===== config.mk =====
export PLATFORM = sky130hd
export DESIGN_NAME = gather_seq
export DESIGN_NICKNAME = d
export VERILOG_FILES = /design/src/rtl/gather_pkg.sv /design/src/rtl/gather_lane_pick.sv /design/src/rtl/gather_addr_unit.sv /design/src/rtl/gather_seq.sv
export SDC_FILE = /design/constraint.sdc
export NUM_CORES = 1
export LEC_CHECK = 0
export BUFFER_PORTS_ARGS = -buffer_cell sky130_fd_sc_hd__buf_2
export CAP_MARGIN = 20
export CORE_AREA = 5 5 284 286
export DETAILED_ROUTE_END_ITERATION = 12
export DIE_AREA = 0 0 289 291
export SLEW_MARGIN = 10
export SYNTH_ARGS = -nofsm -noshare
export SYNTH_HDL_FRONTEND = slang
export SYNTH_HIERARCHICAL = 1
export SYNTH_SLANG_ARGS = --single-unit

===== constraint.sdc =====
create_clock -name clk -period 6.9 [get_ports clk]
set_input_delay 1.035 -clock clk [delete_from_list [all_inputs] [get_ports clk]]
set_output_delay 1.035 -clock clk [all_outputs]
set_load 0.01 [all_outputs]

===== src/rtl/gather_pkg.sv =====
package gather_pkg;

  typedef enum logic [1:0] {
    GS_IDLE  = 2'd0,
    GS_ISSUE = 2'd1,
    GS_WAIT  = 2'd2
  } gs_state_t;

  // Offset processing followed by the modulo-2^64 address sum.
  function automatic logic [63:0] form_addr(
    input logic [63:0] base,
    input logic [63:0] idx,
    input logic        wide,
    input logic        sgn,
    input logic        scl
  );
    logic [63:0] off;
    if (wide)
      off = idx;
    else if (sgn)
      off = {{32{idx[31]}}, idx[31:0]};
    else
      off = {32'd0, idx[31:0]};
    if (scl)
      off = {off[60:0], 3'b000};
    return base + off;
  endfunction

endpackage


===== src/rtl/gather_lane_pick.sv =====
module gather_lane_pick #(
  parameter int LANES = 4,
  localparam int LW = (LANES > 1) ? $clog2(LANES) : 1
) (
  input  logic [LANES-1:0] mask,
  output logic [LW-1:0]    lane,
  output logic             any
);
  always_comb begin
    lane = '0;
    any  = |mask;
    for (int i = LANES - 1; i >= 0; i--) begin
      if (mask[i]) lane = i[LW-1:0];
    end
  end
endmodule


===== src/rtl/gather_addr_unit.sv =====
module gather_addr_unit #(
  parameter int LANES = 4,
  localparam int LW = (LANES > 1) ? $clog2(LANES) : 1
) (
  input  logic [63:0]         base,
  input  logic [LANES*64-1:0] idx_vec,
  input  logic [LW-1:0]       lane,
  input  logic                wide,
  input  logic                sgn,
  input  logic                scl,
  output logic [63:0]         addr
);
  import gather_pkg::*;
  logic [63:0] lane_idx;
  always_comb begin
    lane_idx = idx_vec[lane*64 +: 64];
    addr     = form_addr(base, lane_idx, wide, sgn, scl);
  end
endmodule


===== src/rtl/gather_seq.sv =====
module gather_seq #(
  parameter int VLEN = 256,
  localparam int LANES = VLEN / 64,
  localparam int PBITS = VLEN / 8,
  localparam int LW = (LANES > 1) ? $clog2(LANES) : 1
) (
  input  logic             clk,
  input  logic             rst_n,
  input  logic             start,
  input  logic [63:0]      base,
  input  logic [VLEN-1:0]  index_vec,
  input  logic [PBITS-1:0] pred,
  input  logic             idx_wide,
  input  logic             idx_signed,
  input  logic             idx_scaled,
  output logic             req_valid,
  input  logic             req_ready,
  output logic [63:0]      req_addr,
  input  logic             rsp_valid,
  input  logic [63:0]      rsp_data,
  output logic             done,
  output logic [VLEN-1:0]  result
);
  import gather_pkg::*;

  gs_state_t        state_q;
  logic [63:0]      base_q;
  logic [VLEN-1:0]  idx_q;
  logic             wide_q, sgn_q, scl_q;
  logic [LANES-1:0] pend_q;
  logic [LANES-1:0] act_in;
  logic [LW-1:0]    cur_lane;
  logic             pend_any;
  logic             done_q;
  logic [VLEN-1:0]  result_q;

  // Named events for the assertions.
  logic busy, accept, req_fire, rsp_fire, last_rsp;

  genvar e;
  generate
    for (e = 0; e < LANES; e++) begin : g_act
      assign act_in[e] = pred[e*8];
    end
  endgenerate

  gather_lane_pick #(.LANES(LANES)) u_pick (
    .mask (pend_q),
    .lane (cur_lane),
    .any  (pend_any)
  );

  gather_addr_unit #(.LANES(LANES)) u_addr (
    .base    (base_q),
    .idx_vec (idx_q),
    .lane    (cur_lane),
    .wide    (wide_q),
    .sgn     (sgn_q),
    .scl     (scl_q),
    .addr    (req_addr)
  );

  assign busy      = (state_q != GS_IDLE);
  assign accept    = start && !busy;
  assign req_valid = (state_q == GS_ISSUE);
  assign req_fire  = req_valid && req_ready;
  assign rsp_fire  = (state_q == GS_WAIT) && rsp_valid;
  assign last_rsp  = rsp_fire && ((pend_q & ~(LANES'(1) << cur_lane)) == '0);
  assign done      = done_q;
  assign result    = result_q;

  always_ff @(posedge clk or negedge rst_n) begin
    if (!rst_n) begin
      state_q  <= GS_IDLE;
      base_q   <= '0;
      idx_q    <= '0;
      wide_q   <= 1'b0;
      sgn_q    <= 1'b0;
      scl_q    <= 1'b0;
      pend_q   <= '0;
      done_q   <= 1'b0;
      result_q <= '0;
    end else begin
      done_q <= 1'b0;
      case (state_q)
        GS_IDLE: begin
          if (accept) begin
            base_q   <= base;
            idx_q    <= index_vec;
            wide_q   <= idx_wide;
            sgn_q    <= idx_signed;
            scl_q    <= idx_scaled;
            pend_q   <= act_in;
            result_q <= '0;
            if (|act_in) state_q <= GS_ISSUE;
            else         done_q  <= 1'b1;
          end
        end
        GS_ISSUE: begin
          if (req_fire) state_q <= GS_WAIT;
        end
        GS_WAIT: begin
          if (rsp_fire) begin
            result_q[cur_lane*64 +: 64] <= rsp_data;
            pend_q[cur_lane]            <= 1'b0;
            if (last_rsp) begin
              state_q <= GS_IDLE;
              done_q  <= 1'b1;
            end else begin
              state_q <= GS_ISSUE;
            end
          end
        end
        default: state_q <= GS_IDLE;
      endcase
    end
  end

  // request held with stable address until accepted
  p_req_hold_r11: assert property (@(posedge clk) disable iff (!rst_n)
    (req_valid && !req_ready) |=> (req_valid && $stable(req_addr)));

  // after a handshake no request until the response arrives
  p_one_outst_r7: assert property (@(posedge clk) disable iff (!rst_n)
    req_fire |=> !req_valid);

  // done is a single-cycle pulse
  p_done_pulse_r10: assert property (@(posedge clk) disable iff (!rst_n)
    done |=> !done);

  // result stable while idle without an accepted start
  p_result_stable_r10: assert property (@(posedge clk) disable iff (!rst_n)
    (!busy && !start) |=> $stable(result));

  // empty predicate finishes next cycle with no request
  p_empty_done_r8: assert property (@(posedge clk) disable iff (!rst_n)
    (accept && !(|act_in)) |=> (done && !req_valid && (result == '0)));

  // a response never targets a lane that was not pending
  p_pend_lane_r5: assert property (@(posedge clk) disable iff (!rst_n)
    rsp_fire |-> pend_any);

endmodule


==> run_results.csv <==
group,metric,value,unit
route,dr.pass1.iters,7,
cts,cts-root-buf,"clkbuf_16",
job,max_cap_viol_count,0,
logic_synthesis,syn_nets,3858,
pwr,p_per_area,552.1,mW/mm²
finish,fill_cells,7697,
grt,grt_overflow,0,
pwr,power.internal,10.61,mW
logic_synthesis,synth_cells,3365,
pwr,p_comb_share,56.0,%
pwr,power,19.75,mW
floorplan,die-area,0.08410,mm²
sta,setup_violations,0,
setup_path,worstSetupStartpointType,"flop",
sta,tightest_slew,1.123,ns
setup_path,end_kind,"primary output",
sta,fin_skew,0.02927,ns
pwr,p_sw,9.145,mW
route,first_iter_violations,1685,
grt,grt.total_usage,24.41,%
grt,grt_pass1_vias,25748,
sta,whs,0.4672,ns
logic_synthesis,yosysWarnings,6,
floorplan,num_io_pins,746,
cts,htree_levels,3,
placement,hpwl,77.77,mm
finish,fin_area,0.03578,mm²
logic_synthesis,netlist_area,0.02899,mm²
sta,period_share,95.67,%
finish,fin_nets,4480,
route,drc,0,
pwr,leakage,18.39,nW
cts,cts.sinks,586,
status,status,"complete, no violations",
cts,path_clk_slew,0.06,ns
sta,hold_viol,0,
placement,gp_congestion,0.8884,
cts,clk_path_buf_depth,3,
sta,fmax,151.5,MHz
min_path,hold_path.class,"in2async",
pwr,p_seq_share,25.4,%
setup_path,crit_type,"reg2out",
finish,multi_input_comb_area,0.01339,mm²
route,drtAntennaViolNets,0,
route,drt-total-wl,106.3,mm
sta,maxSlewViolCount,0,
route,vias,25810,
setup_path,required,5.86,ns
floorplan,die_w,289,µm
cts,cts_buffers,70,
setup_path,crit_path_max_fanout,16,
pwr,switching_share,46.30,%
cts,cts-hold-fix-buffers,0,
placement,placed_area,0.03340,mm²
floorplan,core-area,0.07810,mm²
cts,cts_tree,"done",
grt,grt_max_degree,209,
grt,grt_pass1_wl,159.4,mm
pwr,clockPowerShare,18.6,%
placement,place_ws,0.4748,ns
setup_path,crit_arrival,5.57,ns
route,viasPerCell,5.055,
finish,drive_gt1_share,24.20,%
cts,clock_latency,0.61,ns
sta,worst_slack,0.2990,ns
floorplan,die_y,291,µm
grt,antenna_found_initial,37,
setup_path,reg2regPathDepth,10,
finish,regArea,0.01467,mm²
sta,setup-tns-final,0,ns
sta,fin_crit,6.601,ns
sta,slew_headroom,25.10,%
placement,portBuffers,717,
pwr,ir_drop,284.9,µV
route,wl_per_cell,20.82,µm
finish,area_growth_syn_to_layout,23.40,%
sta,rsz0062_at_grt,"no",
logic_synthesis,syn_avg_cell_area,8.616,µm²
floorplan,start_util,37.12,%
floorplan,core.rowCount,103,
-- metrics by stage --
step / std cells / utilization, %
6_report: 5106 / 45.81
5_1_grt: 5095 / 45.77
4_1_cts: 5085 / 45.66
3_5_place_dp: 4963 / 42.77
3_3_place_gp: 4963 / 42.77
2_1_floorplan: 3365 / -
-- repair_timing --
item | 4_1_cts | 5_1_grt
gates resized for setup | 4 | 8
gates cloned | 0 | 1
pin swaps | 0 | 1
hold endpoints to repair | 0 | 0
setup endpoints to repair | 4 | 14
setup buffers | 0 | 1
-- final timing paths --
kind | from | to | slack, ns
worst min register to register | idx_q[162] | idx_q[162] | 0.47
worst min-delay path | rst_n | idx_q[7] | 0.47
max in group asynchronous | rst_n | result[178] | 4.80
min in group clk | idx_q[162] | idx_q[162] | 0.47
worst max register to register | pend_q[2] | result[197] | 2.93
worst max-delay path | pend_q[2] | req_addr[54] | 0.30
-- placed cells by master (no fill, tap or decap), types with 9 or more instances in the layout --
| cell type | count |
|---|---|
| a21o_1 | 29 |
| a21oi_1 | 102 |
| a31oi_1 | 25 |
| and2_1 | 11 |
| and3_1 | 12 |
| buf_2 | 716 |
| buf_4 | 30 |
| clkbuf_1 | 21 |
| clkbuf_16 | 72 |
| clkbuf_8 | 9 |
| dfrtp_1 | 585 |
| diode_2 | 19 |
| ha_1 | 68 |
| inv_1 | 28 |
| mux2_2 | 15 |
| mux2i_1 | 12 |
| mux4_2 | 64 |
| nand2_1 | 1614 |
| nand2b_1 | 9 |
| nand3_1 | 16 |
| nand4_1 | 16 |
| nor2_1 | 55 |
| nor3_1 | 15 |
| o21a_1 | 9 |
| o21ai_0 | 152 |
| o21ai_1 | 139 |
| o21ai_2 | 11 |
| o21bai_1 | 12 |
| xnor2_1 | 29 |
| xor2_1 | 26 |
-- state kept, by name, summed over array words and instances (netlist names) --
signal   count
wide_q       1
idx_q      256
scl_q        1
result     256
done         1
base_q      64
pend_q       4
sgn_q        1
state_q      2
-- worst max-delay path, stage by stage, from the launching register on --
cell and delay [ns]:
dfrtp_1 0.40, nand2b_1 0.19, a21oi_4 0.21, buf_12 0.22, mux4_2 0.59, mux2_2 0.29, ha_1 0.40, nand2_1 0.08
o21ai_0 0.32, o211ai_1 0.16, a21oi_1 0.26, o211ai_1 0.20, a211oi_1 0.62, o21ai_0 0.20, and4_1 0.24, a311oi_1 0.35
buf_2 0.21
-- layout make-up --
cell class                      count  share of cell area (%)
Sequential cell                   586                   40.99
Multi-Input combinational cell   2544                   37.41
Timing Repair Buffer              756                   11.18
Clock buffer                      101                   5.533
Tap cell                         1050                   3.672
Clock inverter                     21                  0.7694
Inverter                           29                  0.3043
Antenna cell                       19                  0.1329
-- power by group through the flow --
stage / combinational [mW] / sequential (mW) / clock [mW]
after floorplan: 7.22 / 4.85 / 0
after global placement: 10.9 / 5.03 / 0
after detailed placement: 10.9 / 5.05 / 0
after CTS: 11.0 / 5.01 / 3.76
after global routing: 12.1 / 5.13 / 3.90
final: 11.1 / 5.01 / 3.68
-- layer usage --
layer | GRT usage, % | wire, µm
met5 | 0 | 123
met4 | 6.674 | 2280
met3 | 7.306 | 9611
met2 | 38.90 | 49690
met1 | 32.55 | 44610
Note: power is estimated with default switching activity, not from simulation.
